==> src/rtl/tmr_pkg.sv <==
package tmr_pkg;

  // Mask of the n low bits set; saturates at 32 bits.
  function automatic logic [31:0] low_ones(input int unsigned n);
    if (n >= 32) return '1;
    return (32'd1 << n) - 32'd1;
  endfunction

  // Pick one detected edge by polarity select.
  function automatic logic edge_pick(input logic rise, input logic fall,
                                     input logic use_fall);
    return use_fall ? fall : rise;
  endfunction

endpackage

==> src/rtl/tmr_edge_sync.sv <==
module tmr_edge_sync #(
  parameter int STAGES = 2
) (
  input  logic clk,
  input  logic rst_n,
  input  logic din,
  output logic rise,
  output logic fall
);
  // pipe[STAGES-1] is the synchronized level, pipe[STAGES] its previous value
  logic [STAGES:0] pipe;

  always_ff @(posedge clk) begin
    if (!rst_n) pipe <= '0;
    else        pipe <= {pipe[STAGES-1:0], din};
  end

  assign rise = pipe[STAGES-1] & ~pipe[STAGES];
  assign fall = ~pipe[STAGES-1] & pipe[STAGES];
endmodule

==> src/rtl/tmr_src_sel.sv <==
module tmr_src_sel (
  input  logic sel_ext,
  input  logic edge_fall,
  input  logic cmp_en,
  input  logic ext_rise,
  input  logic ext_fall,
  input  logic cmp_rise,
  input  logic cmp_fall,
  output logic pulse
);
  logic ext_evt;
  logic cmp_evt;

  assign ext_evt = tmr_pkg::edge_pick(ext_rise, ext_fall, edge_fall);
  assign cmp_evt = tmr_pkg::edge_pick(cmp_rise, cmp_fall, edge_fall);

  always_comb begin
    if (cmp_en)       pulse = cmp_evt;
    else if (sel_ext) pulse = ext_evt;
    else              pulse = 1'b1;
  end
endmodule

==> src/rtl/tmr_prescaler.sv <==
module tmr_prescaler #(
  parameter int RATE_W = 3,
  parameter int PRE_W  = 8
) (
  input  logic              clk,
  input  logic              rst_n,
  input  logic              clr,
  input  logic              pulse_in,
  input  logic [RATE_W-1:0] rate,
  output logic [PRE_W-1:0]  cnt,
  output logic              carry_tmr,
  output logic              carry_wdt
);
  logic [PRE_W-1:0] mask_tmr;
  logic [PRE_W-1:0] mask_wdt;

  assign mask_tmr = PRE_W'(tmr_pkg::low_ones(int'(rate) + 1));
  assign mask_wdt = PRE_W'(tmr_pkg::low_ones(int'(rate)));

  always_ff @(posedge clk) begin
    if (!rst_n)        cnt <= '0;
    else if (clr)      cnt <= '0;
    else if (pulse_in) cnt <= cnt + 1'b1;
  end

  // Carry out of the selected stage: the incoming pulse finds all lower stages full.
  assign carry_tmr = pulse_in & ((cnt & mask_tmr) == mask_tmr);
  assign carry_wdt = pulse_in & ((cnt & mask_wdt) == mask_wdt);
endmodule

==> src/rtl/tmr_wdt_shared.sv <==
module tmr_wdt_shared #(
  parameter int CNT_W       = 8,
  parameter int RATE_W      = 3,
  parameter int SYNC_STAGES = 2,
  parameter int HOLD_CYCLES = 2
) (
  input  logic              clk,
  input  logic              rst_n,
  input  logic              ctl_src_ext,
  input  logic              ctl_edge_fall,
  input  logic              ctl_cmp_en,
  input  logic              ctl_psa,
  input  logic [RATE_W-1:0] ctl_rate,
  input  logic              ext_clk_in,
  input  logic              cmp_in,
  input  logic              wdt_base_tick,
  input  logic              wr_en,
  input  logic [CNT_W-1:0]  wr_data,
  output logic [CNT_W-1:0]  count,
  output logic              wdt_tick
);
  localparam int PRE_W  = 1 << RATE_W;
  localparam int HOLD_W = $clog2(HOLD_CYCLES + 1);
  localparam int N_CH   = 2;

  logic [N_CH-1:0]   raw_in;
  logic [N_CH-1:0]   rise_v;
  logic [N_CH-1:0]   fall_v;
  logic              src_pulse;
  logic              psa_q;
  logic              assign_chg;
  logic [HOLD_W-1:0] hold_cnt;
  logic              hold_active;
  logic              pre_in;
  logic              pre_clr;
  logic [PRE_W-1:0]  pre_cnt;
  logic              carry_tmr;
  logic              carry_wdt;
  logic              tmr_inc;
  logic              wdt_evt;
  logic [CNT_W-1:0]  count_q;
  logic              wdt_q;

  assign raw_in = {cmp_in, ext_clk_in};

  for (genvar ch = 0; ch < N_CH; ch++) begin : g_sync
    tmr_edge_sync #(.STAGES(SYNC_STAGES)) u_sync (
      .clk  (clk),
      .rst_n(rst_n),
      .din  (raw_in[ch]),
      .rise (rise_v[ch]),
      .fall (fall_v[ch])
    );
  end

  tmr_src_sel u_src (
    .sel_ext  (ctl_src_ext),
    .edge_fall(ctl_edge_fall),
    .cmp_en   (ctl_cmp_en),
    .ext_rise (rise_v[0]),
    .ext_fall (fall_v[0]),
    .cmp_rise (rise_v[1]),
    .cmp_fall (fall_v[1]),
    .pulse    (src_pulse)
  );

  // Ownership tracking
  always_ff @(posedge clk) begin
    if (!rst_n) psa_q <= 1'b0;
    else        psa_q <= ctl_psa;
  end
  assign assign_chg = ctl_psa ^ psa_q;

  // Post-load increment hold
  always_ff @(posedge clk) begin
    if (!rst_n)           hold_cnt <= '0;
    else if (wr_en)       hold_cnt <= HOLD_W'(HOLD_CYCLES);
    else if (hold_active) hold_cnt <= hold_cnt - HOLD_W'(1);
  end
  assign hold_active = (hold_cnt != '0);

  // Prescaler input routing
  assign pre_clr = assign_chg | (wr_en & ~ctl_psa);
  assign pre_in  = ~assign_chg &
                   (ctl_psa ? wdt_base_tick : (src_pulse & ~hold_active & ~wr_en));

  tmr_prescaler #(.RATE_W(RATE_W), .PRE_W(PRE_W)) u_pre (
    .clk      (clk),
    .rst_n    (rst_n),
    .clr      (pre_clr),
    .pulse_in (pre_in),
    .rate     (ctl_rate),
    .cnt      (pre_cnt),
    .carry_tmr(carry_tmr),
    .carry_wdt(carry_wdt)
  );

  assign tmr_inc = ~assign_chg & ~wr_en &
                   (ctl_psa ? (src_pulse & ~hold_active) : carry_tmr);
  assign wdt_evt = ~assign_chg & (ctl_psa ? carry_wdt : wdt_base_tick);

  always_ff @(posedge clk) begin
    if (!rst_n)       count_q <= '0;
    else if (wr_en)   count_q <= wr_data;
    else if (tmr_inc) count_q <= count_q + 1'b1;
  end

  always_ff @(posedge clk) begin
    if (!rst_n) wdt_q <= 1'b0;
    else        wdt_q <= wdt_evt;
  end

  assign count    = count_q;
  assign wdt_tick = wdt_q;
endmodule

==> config.mk <==
export PLATFORM = sky130hd
export DESIGN_NAME = tmr_wdt_shared
export DESIGN_NICKNAME = d
export VERILOG_FILES = /design/src/rtl/tmr_pkg.sv /design/src/rtl/tmr_edge_sync.sv /design/src/rtl/tmr_src_sel.sv /design/src/rtl/tmr_prescaler.sv /design/src/rtl/tmr_wdt_shared.sv
export SDC_FILE = /design/constraint.sdc
export NUM_CORES = 1
export LEC_CHECK = 0
export ABC_CLOCK_PERIOD_IN_PS = 4500
export BUFFER_PORTS_ARGS = -buffer_cell sky130_fd_sc_hd__buf_2
export CAP_MARGIN = 40
export CORE_ASPECT_RATIO = 0.8
export CORE_MARGIN = 4
export CORE_UTILIZATION = 45
export DETAILED_ROUTE_END_ITERATION = 8
export PLACE_DENSITY = 0.68
export SYNTH_ARGS = -nofsm -noshare
export SYNTH_HDL_FRONTEND = slang
export SYNTH_SLANG_ARGS = --single-unit
==> constraint.sdc <==
create_clock -name clk -period 4.5 [get_ports clk]
set_clock_uncertainty 0.1 [all_clocks]
set_input_delay 1.125 -clock clk [delete_from_list [all_inputs] [get_ports clk]]
set_output_delay 1.125 -clock clk [all_outputs]
set_load 0.02 [all_outputs]
==> results of run 1 <==
[metal layers]
metal	part of all wire, %	vias up	global-route usage, %
li1	-	918	-
met1	55	823	27.18
met2	41	25	24.58
met3	3.2	6	3.836
met4	1.0	0	5.274
met5	0	-	0
[where the power goes]
part,switching [mW],total (mW),internal (mW)
combinational,0.0634,0.110,0.0467
clock,0.0774,0.197,0.119
sequential,0.00902,0.248,0.239
total,0.150,0.554,0.404
[cells by family (layout without fill, tap and decap cells)]
logic type | Yosys count | in the layout | synth area share, %
compound gates | 55 | 55 | 20.66
xor+xnor | 10 | 10 | 4.727
fa+ha+maj | 6 | 6 | 4.051
buf+inv | 25 | 51 | 5.739
flops | 26 | 26 | 28.09
mux | 6 | 6 | 3.444
simple gates | 109 | 109 | 33.29
[synthesized netlist by cell type, drive strengths merged, types with 2 or more instances]
cell | instances | area, sq um
nor4 | 2 | 12.51
clkbuf | 11 | 41.29
o211ai | 3 | 22.52
ha | 6 | 75.07
xor2 | 2 | 17.52
a32oi | 2 | 17.52
inv | 11 | 41.29
nor2b | 4 | 25.02
a21o | 2 | 15.01
and2 | 10 | 62.56
xnor2 | 8 | 70.07
or4b | 3 | 30.03
dfxtp | 26 | 520.5
o21ai | 13 | 65.06
a211o | 3 | 26.28
or3b | 2 | 17.52
nor2 | 28 | 105.1
or3 | 6 | 37.54
nand2 | 15 | 56.30
nand3 | 9 | 45.04
a21oi | 10 | 50.05
buf | 3 | 23.77
nand4b | 3 | 41.29
a31oi | 2 | 12.51
nand2b | 2 | 12.51
and3 | 4 | 25.02
mux2 | 3 | 33.78
mux2i | 3 | 30.03
nor3 | 11 | 60.06
a211oi | 4 | 30.03
nand3b | 2 | 15.01
o31ai | 3 | 22.52
[area by class of cell]
type                    instances  area (sq um)
inverters                      11         41.29
clock buffers                   3         41.29
fillers                       399          1753
flip-flops and latches         26         520.5
multi-input cells             186          1226
clock inverters                 1         30.03
repair buffers                 36         197.7
well taps                      55         68.82
[sequential cells by signal, summed over array words and instances (netlist names)]
name                flops
g_sync.u_sync.pipe      6
wdt_tick                1
hold_cnt                2
psa_q                   1
u_pre.cnt               8
count                   8
[worst max-delay path by stage]
stage	from	endpoint	slack (ps)	depth (start not counted)
3_5_place_dp	ctl_rate[0]	count[6]	280	12
4_1_cts	ctl_rate[0]	count[1]	560	13
3_3_place_gp	ctl_rate[0]	count[6]	320	12
6_report	ctl_rate[0]	count[6]	570	12
5_1_grt	ctl_rate[0]	count[1]	350	13
2_1_floorplan	ctl_rate[2]	count[6]	50	12
[per-stage QoR]
stage | setup slack, ps | total power, mW | hold WS, ps | cells
2_1_floorplan | 49.08 | 0.3301 | 311.9 | 237
3_3_place_gp | 322.4 | 0.3613 | 312.5 | 314
3_5_place_dp | 279.8 | 0.3627 | 324.3 | 314
4_1_cts | 556.1 | 0.5578 | 347.8 | 318
5_1_grt | 347.7 | 0.5837 | 354.5 | 318
6_report | 565.9 | 0.5543 | 341.7 | 318
[layout by cell type, fill, tap and decap left out, drive strengths merged, types with 9 or more instances in the layout]
cell type,n
o21ai,13
inv,11
nand2,15
nand3,9
nor3,11
and2,10
buf,36
nor2,28
dfxtp,26
a21oi,10
==> impl_metrics.py, run 1 <==
metrics = {
    "worst_setup_path": {
        "required_ps": 4560,
        "cp_slowest_cell": "or4_4",
        "rr_endpoint": "count[4]",
        "critPathBufInv": 2,
        "crit_top_cell": "ha_1",
        "r2r_slack_ps": 1870,
        "crit_family": "simple AND/OR/NAND/NOR gates",
        "cp_max_fo": 4,
        "critical_path_class": "primary input to flip-flop",
        "r2r_start": "g_sync[1].u_sync.pipe[1]",
        "slowest_delay_ps": 490,
        "arrival_ps": 4000,
        "endpoint_kind": "flip-flop",
        "cp-start-kind": "primary input",
        "path_cells": "buf_2, nand2_1, inv_1, ha_1, nand4b_4, ha_1, nor2_1, a211o_1, or4_4, o31a_1, o311a_1, or3_1",
        "rr_worst_depth": 7,
    },
    "status": {
        "status": "completed",
    },
    "placed_design": {
        "portBuffers": 29,
        "hpwlAfterDp_mm": 3.211,
        "place_area_sq_um": 2054,
        "gp_congestion": 0.8252,
    },
    "sta": {
        "period_minus_slack_ps": 3934,
        "finalCritPeriodShare_pct": 87.42,
        "final-setup-viol-count": 0,
        "rsz0062_at_grt": "no",
        "slew_viol_final": 0,
        "tns_ps": 0,
        "tightest_slew_ps": 726.9,
        "hold_viol_final": 0,
        "fmax_ghz": 0.2542,
        "relSlewSlack_pct": 51.54,
    },
    "synth": {
        "ys_seq_elements": 26,
        "ys.flop_type": "dfxtp_1",
        "syn_avg_cell_area_sq_um": 7.819,
        "seq_area_frac_synth_pct": 28.09,
        "synth_fp_nets": 264,
        "async_flop_share_pct": 0,
        "synth_enable_flop_cells": 0,
        "postSynthCellCount": 237,
        "ys.warnings.count": 0,
        "synth_area_sq_um": 1853,
        "synthDistinctLibCells": 59,
    },
    "final_layout": {
        "utilization_pct": 54.81,
        "nets": 291,
        "area_delta_synth_final_pct": 14.72,
        "drive_above_1_share_pct": 19.77,
        "n_antenna_cell": 0,
        "final_area_sq_um": 2126,
    },
    "global_routing": {
        "antenna_found_initial": 0,
        "track_usage_pct": 17.79,
        "grt_max_degree": 24,
        "grt_pass1_wl_mm": 7.479,
        "gr-total-overflow": 0,
        "grt_pass1_vias": 1569,
    },
    "clock_network": {
        "htree_num_levels": 1,
        "cts_inserted_buffers": 3,
        "cts_setup_buffers": 0,
        "cts_tree": "done",
        "cts-resized-gates": 0,
        "clk_pin_slew_ps": 90,
        "clk_latency_ps": 270,
        "clock-root-buffer": "clkbuf_8",
        "clock-sinks": 26,
        "clockBufferDepth": 2,
        "ctsHoldBuffers": 0,
    },
    "detailed_routing": {
        "avgRoutedWirePerCell_um": 13.74,
        "ant_nets": 0,
        "vias": 1772,
        "viasPerCell": 5.572,
        "wl_mm": 4.369,
        "remaining_drc_errors": 0,
        "firstDrtPassIters": 4,
        "first_iter_violations": 143,
    },
    "min_path": {
        "worstHoldPathCells": 1,
        "hold_class": "flip-flop to flip-flop",
        "holdCritStartpoint": "g_sync[0].u_sync.pipe[0]",
        "min_to": "g_sync[0].u_sync.pipe[1]",
    },
    "power_and_ir_drop": {
        "power_density_nw_per_um2": 260.8,
        "p_leak_nw": 0.8773,
        "ir_drop_uv": 208.2,
    },
    "flow_run": {
        "cap_viol_max_count": 0,
    },
    "floorplan": {
        "die_height_um": 65.40,
        "start_util_pct": 47.77,
        "fp.coreArea_sq_um": 3879,
        "row_count": 20,
        "ioPinCount": 30,
        "fp.dieW_um": 79.75,
        "dieArea_sq_um": 5215,
    },
}
Power figures use the tool's default switching activity.
==> run 2: changes to the inputs <==
==> constraint.sdc (replaced) <==
create_clock -name clk -period 4.5 [get_ports clk]
set_clock_uncertainty 0.1 [all_clocks]
set_input_delay 0.675 -clock clk [delete_from_list [all_inputs] [get_ports clk]]
set_output_delay 0.675 -clock clk [all_outputs]
set_load 0.02 [all_outputs]
==> run 2 against run 1 <==
Total power fell by 0.30%. Flip-flop and latch count unchanged. Clock power about the same. Wire length fell by 1.5%. First-iteration DRC count shrank 41%. Sequential share of layout area increased by 0.26 points. Global-route usage shrank 0.60 points. Clock-buffer cell count unchanged. Critical path depth down 1. Sequential power about the same. Worst setup slack improved by 200 ps. Maximum frequency grew 5.3%. Highest routed layer unchanged.
==> impl_metrics.py, run 2 (synthesis gave the netlist of run 1 again) <==
metrics = {
    "status": {
        "status": "completed",
    },
    "worst_setup_path": {
        "r2r_slack_ps": 1870,
        "endpoint_kind": "flip-flop",
        "critical_path_class": "primary input to flip-flop",
        "cp-start-kind": "primary input",
        "arrival_ps": 3800,
        "required_ps": 4570,
        "cp_max_fo": 15,
    },
    "floorplan": {
        "row_count": 20,
        "fp.coreArea_sq_um": 3879,
        "ioPinCount": 30,
        "dieArea_sq_um": 5215,
        "die_height_um": 65.40,
        "fp.dieW_um": 79.75,
        "start_util_pct": 47.77,
    },
    "sta": {
        "period_minus_slack_ps": 3736,
        "tns_ps": 0,
        "finalCritPeriodShare_pct": 83.02,
        "tightest_slew_ps": 731.6,
        "rsz0062_at_grt": "no",
        "fmax_ghz": 0.2677,
        "hold_viol_final": 0,
        "final-setup-viol-count": 0,
        "slew_viol_final": 0,
        "setup_ws_ps": 763.9,
        "relSlewSlack_pct": 51.23,
        "whs_ps": 340.5,
    },
    "detailed_routing": {
        "wl_mm": 4.305,
        "ant_nets": 0,
        "viasPerCell": 5.549,
        "avgRoutedWirePerCell_um": 13.67,
        "first_iter_violations": 84,
        "remaining_drc_errors": 0,
        "vias": 1748,
        "firstDrtPassIters": 4,
    },
    "power_and_ir_drop": {
        "p_leak_nw": 0.8617,
        "power_density_nw_per_um2": 262.8,
        "ir_drop_uv": 246.6,
    },
    "clock_network": {
        "clk_latency_ps": 270,
        "cts-resized-gates": 0,
        "clock-sinks": 26,
        "cts_setup_buffers": 0,
        "clk_pin_slew_ps": 100,
        "ctsHoldBuffers": 0,
        "cts_tree": "done",
        "clockBufferDepth": 2,
        "htree_num_levels": 1,
        "clock-root-buffer": "clkbuf_8",
        "cts_inserted_buffers": 3,
    },
    "flow_run": {
        "cap_viol_max_count": 0,
    },
    "placed_design": {
        "pre_cts_ws_ps": 465.4,
        "dpl.cell_count": 311,
        "hpwlAfterDp_mm": 3.141,
        "gp_congestion": 0.9022,
        "portBuffers": 29,
    },
    "final_layout": {
        "drive_above_1_share_pct": 18.85,
        "final_cell_mix": "29 x buf_2, 28 x nor2_1, 26 x dfxtp_1",
        "nets": 288,
        "finalNonFillerCells": 315,
        "n_antenna_cell": 0,
        "area_delta_synth_final_pct": 13.50,
        "final_common_cell": "buf_2",
    },
    "global_routing": {
        "grt_pass1_wl_mm": 7.182,
        "grt_pass1_vias": 1557,
        "antenna_found_initial": 0,
        "track_usage_pct": 17.18,
        "grt_max_degree": 24,
        "gr-total-overflow": 0,
    },
    "min_path": {
        "hold_class": "flip-flop to flip-flop",
    },
}
[run 2: cell types whose count changed in the layout (fill, tap and decap cells not counted)]
| cell | previous run | this run |
|---|---|---|
| buf_4 | 7 | 4 |
[run 2: layer usage]
metal  up-vias  global-route usage (%)  share of wire (%)
met5         -                       0                  0
met4         0                   4.008               0.77
met3         4                   3.151                4.1
met2        37                   25.83                 43
met1       801                   25.36                 52
li1        906                       -                  -
[run 2: critical path, stage by stage]
cell      delay [ps]
buf_2            220
inv_1            120
ha_1             520
nand4b_4         140
ha_1             300
nor2_1            40
a211o_1          270
or4_4            500
o31a_1           370
o311a_1          330
or3_1            330
[run 2: final timing paths]
path / startpoint / end / cells past startpoint
setup / recovery: ctl_rate[2] / count[6] / 11
hold / removal: g_sync[0].u_sync.pipe[0] / g_sync[0].u_sync.pipe[1] / 1
setup reg to reg: u_pre.cnt[2] / count[6] / 6
hold reg to reg: g_sync[0].u_sync.pipe[0] / g_sync[0].u_sync.pipe[1] / 1
[run 2: through the flow]
stage	total power [mW]	util, %	cell area [sq um]
3_3_place_gp	0.3595	52.19	2024
6_report	0.5527	54.23	2103
4_1_cts	0.5611	54.23	2103
2_1_floorplan	0.3301	-	1853
3_5_place_dp	0.3611	52.39	2032
5_1_grt	0.5842	54.23	2103
[run 2: power by group]
| part | total [mW] | switching (mW) | internal (mW) |
|---|---|---|---|
| registers | 0.248 | 0.00929 | 0.239 |
| clock network | 0.196 | 0.0770 | 0.119 |
| logic | 0.109 | 0.0635 | 0.0452 |
[run 2: area by class of cell]
| cell class | instances | area, sq um |
|---|---|---|
| clock buffers | 3 | 41.29 |
| repair buffers | 33 | 175.2 |
| inverters | 11 | 41.29 |
| well taps | 55 | 68.82 |
| clock inverters | 1 | 30.03 |
| fillers | 381 | 1775 |
| flip-flops and latches | 26 | 520.5 |
| multi-input cells | 186 | 1226 |
==> run 3: changes to the inputs <==
Settings changed: ABC_AREA from default to 1, ABC_CLOCK_PERIOD_IN_PS 4500 to 3610, PLACE_DENSITY 0.68 to 0.66.
Clock period 4.5 ns to 3.61 ns, I/O delays scaled along.
==> run 3 against run 2 <==
Register-to-register slack better by 50 ps. First-iteration DRC count up 2.4%. Sequential power up 24%. Cell count up 5.7%. Flip-flop and latch count unchanged. Wire length down 13%. Utilization up 0.21 points. Critical path type unchanged. Largest cell class unchanged.
==> impl_metrics.py, run 3 <==
metrics = {
    "placed_design": {
        "pre_cts_ws_ps": 811.5,
        "dpl.cell_count": 329,
        "gp_congestion": 0.8549,
        "hpwlAfterDp_mm": 2.923,
        "portBuffers": 29,
    },
    "clock_network": {
        "clk_latency_ps": 270,
        "cts_inserted_buffers": 3,
        "clock-sinks": 26,
        "cts_tree": "done",
        "clock-root-buffer": "clkbuf_8",
        "cts_setup_buffers": 0,
        "ctsHoldBuffers": 0,
        "cts-resized-gates": 0,
        "clockBufferDepth": 2,
        "htree_num_levels": 1,
        "clk_pin_slew_ps": 90,
    },
    "detailed_routing": {
        "ant_nets": 0,
        "firstDrtPassIters": 4,
        "wl_mm": 3.761,
        "avgRoutedWirePerCell_um": 11.29,
        "remaining_drc_errors": 0,
        "first_iter_violations": 86,
        "viasPerCell": 5.036,
        "vias": 1677,
    },
    "worst_setup_path": {
        "required_ps": 3710,
        "cp_slowest_cell": "ha_1",
        "crit_top_cell": "nand2_4",
        "cp_max_fo": 10,
        "slowest_delay_ps": 410,
        "arrival_ps": 2630,
        "cp-start-kind": "primary input",
        "critical_path_class": "primary input to flip-flop",
        "endpoint_kind": "flip-flop",
        "path_cells": "buf_2, nand2_4, inv_6, ha_1, nand3_2, ha_1, o21ai_0, nor2_1, nand3_1, nor2_1, nand3_1, nand2_2, nand2_4, nand2_4, nand2_1, a21oi_1",
    },
    "final_layout": {
        "utilization_pct": 54.43,
        "final_common_cell": "nand2_1",
        "drive_above_1_share_pct": 14.78,
        "area_delta_synth_final_pct": 13.39,
        "final_cell_mix": "64 x nand2_1, 33 x nor2_1, 32 x inv_1",
        "nets": 319,
        "fill_cells": 374,
        "n_antenna_cell": 0,
        "finalNonFillerCells": 333,
    },
    "global_routing": {
        "grt_max_degree": 16,
        "gr-total-overflow": 0,
        "antenna_found_initial": 0,
        "grt_pass1_vias": 1482,
        "grt_pass1_wl_mm": 6.527,
        "track_usage_pct": 15.91,
    },
    "synth": {
        "seq_area_frac_synth_pct": 30.61,
        "synth_top_cell_by_area": "dfxtp_1",
        "async_flop_share_pct": 0,
        "synth_most_common_cell": "nand2_1",
        "synth.area.top_cells": "dfxtp_1 31%, nand2_1 14%, nand3_1 8.5%",
        "synth_area_sq_um": 1700,
        "synth_top_family_by_area": "simple AND/OR/NAND/NOR gates",
        "postSynthCellCount": 264,
        "synth_compound_area_share_pct": 12.29,
        "ys.warnings.count": 0,
        "synth_fa_ha_area_share_pct": 4.415,
        "synth_enable_flop_cells": 0,
        "synthMuxAreaShare_pct": 0.5887,
        "synth_fp_nets": 291,
        "syn_avg_cell_area_sq_um": 6.441,
        "synth.top_cells.by_count": "64 x nand2_1, 33 x nor2_1, 32 x inv_1, 29 x nand3_1, 26 x dfxtp_1",
        "synth_xor_area_share_pct": 4.121,
        "synthDistinctLibCells": 31,
        "yosys.area.top_type_share_pct": 30.61,
        "ys.flop_type": "dfxtp_1",
        "ys_seq_elements": 26,
        "yosys.area_share.simple_pct": 37.09,
    },
    "sta": {
        "finalCritPeriodShare_pct": 69.84,
        "fmax_ghz": 0.3966,
        "hold_viol_final": 0,
        "slew_viol_final": 0,
        "period_minus_slack_ps": 2521,
        "whs_ps": 317.4,
        "tightest_slew_ps": 636.7,
        "final-setup-viol-count": 0,
        "relSlewSlack_pct": 57.10,
        "rsz0062_at_grt": "no",
        "tns_ps": 0,
        "setup_ws_ps": 1089,
    },
    "status": {
        "status": "completed",
    },
    "min_path": {
        "hold_class": "flip-flop to flip-flop",
    },
    "floorplan": {
        "fp.dieW_um": 76.73,
        "fp.coreArea_sq_um": 3542,
        "ioPinCount": 30,
        "dieArea_sq_um": 4832,
        "die_height_um": 62.98,
        "start_util_pct": 48.00,
        "row_count": 19,
    },
    "flow_run": {
        "cap_viol_max_count": 0,
    },
    "power_and_ir_drop": {
        "power_density_nw_per_um2": 349.0,
        "p_leak_nw": 0.9353,
        "ir_drop_uv": 227.9,
    },
}
[run 3: cell types whose count changed in the layout (fill, tap and decap cells not counted), sizes merged, moves of 7 or more]
cell | before | now
nand2 | 15 | 68
inv | 11 | 36
nand3 | 9 | 30
and2 | 10 | 0
nor3 | 11 | 2
xnor2 | 8 | 1
[run 3: cell families after synthesis]
kind of cell | Yosys count
multiplexers | 1
AND/OR/NAND/NOR | 142
adder cells (fa/ha/maj) | 6
buffers and inverters | 43
flip-flops | 26
AO/OA/AOI/OAI | 38
XOR/XNOR | 8
[run 3: per-layer routing]
layer	track usage [%]	share of wire, %
met1	23.02	53
met2	24.02	41
met3	3.746	5.5
met4	2.941	0.35
met5	0	0
[run 3: stage by stage]
step	area (sq um)	power [mW]
after floorplan	1700	0.4053
after global placement	1857	0.4384
after detailed placement	1857	0.4385
after CTS	1928	0.6840
after global routing	1928	0.7135
final	1928	0.6729
[run 3: worst max-delay path, delay by kind of cell]
family          cells  cell delay (ps)
buf+inv             2              220
compound gates      2              170
fa+ha+maj           2              690
simple gates       10             1000
[run 3: where the power goes]
part | total [mW] | internal, mW | leakage [nW] | switching [mW]
combinational | 0.126 | 0.0459 | 0.687 | 0.0797
sequential | 0.307 | 0.298 | 0.213 | 0.00935
clock | 0.240 | 0.148 | 0.0357 | 0.0921
total | 0.673 | 0.492 | 0.935 | 0.181
[run 3: layout make-up]
cell class	instances	area, sq um	area share, %
clock inverters	1	30.03	1.557
multi-input cells	195	994.7	51.59
repair buffers	29	145.1	7.528
clock buffers	3	41.29	2.141
well taps	42	52.55	2.726
flip-flops and latches	26	520.5	27.00
inverters	37	143.9	7.463
[run 3: worst paths after layout]
check                           startpoint                       end  cells after the start  slack [ps]
setup / recovery               ctl_rate[0]                  count[7]                     16        1090
hold / removal    g_sync[1].u_sync.pipe[0]  g_sync[1].u_sync.pipe[1]                      2         320
setup reg to reg  g_sync[0].u_sync.pipe[1]              u_pre.cnt[4]                     10        1920
hold reg to reg   g_sync[1].u_sync.pipe[0]  g_sync[1].u_sync.pipe[1]                      2         320
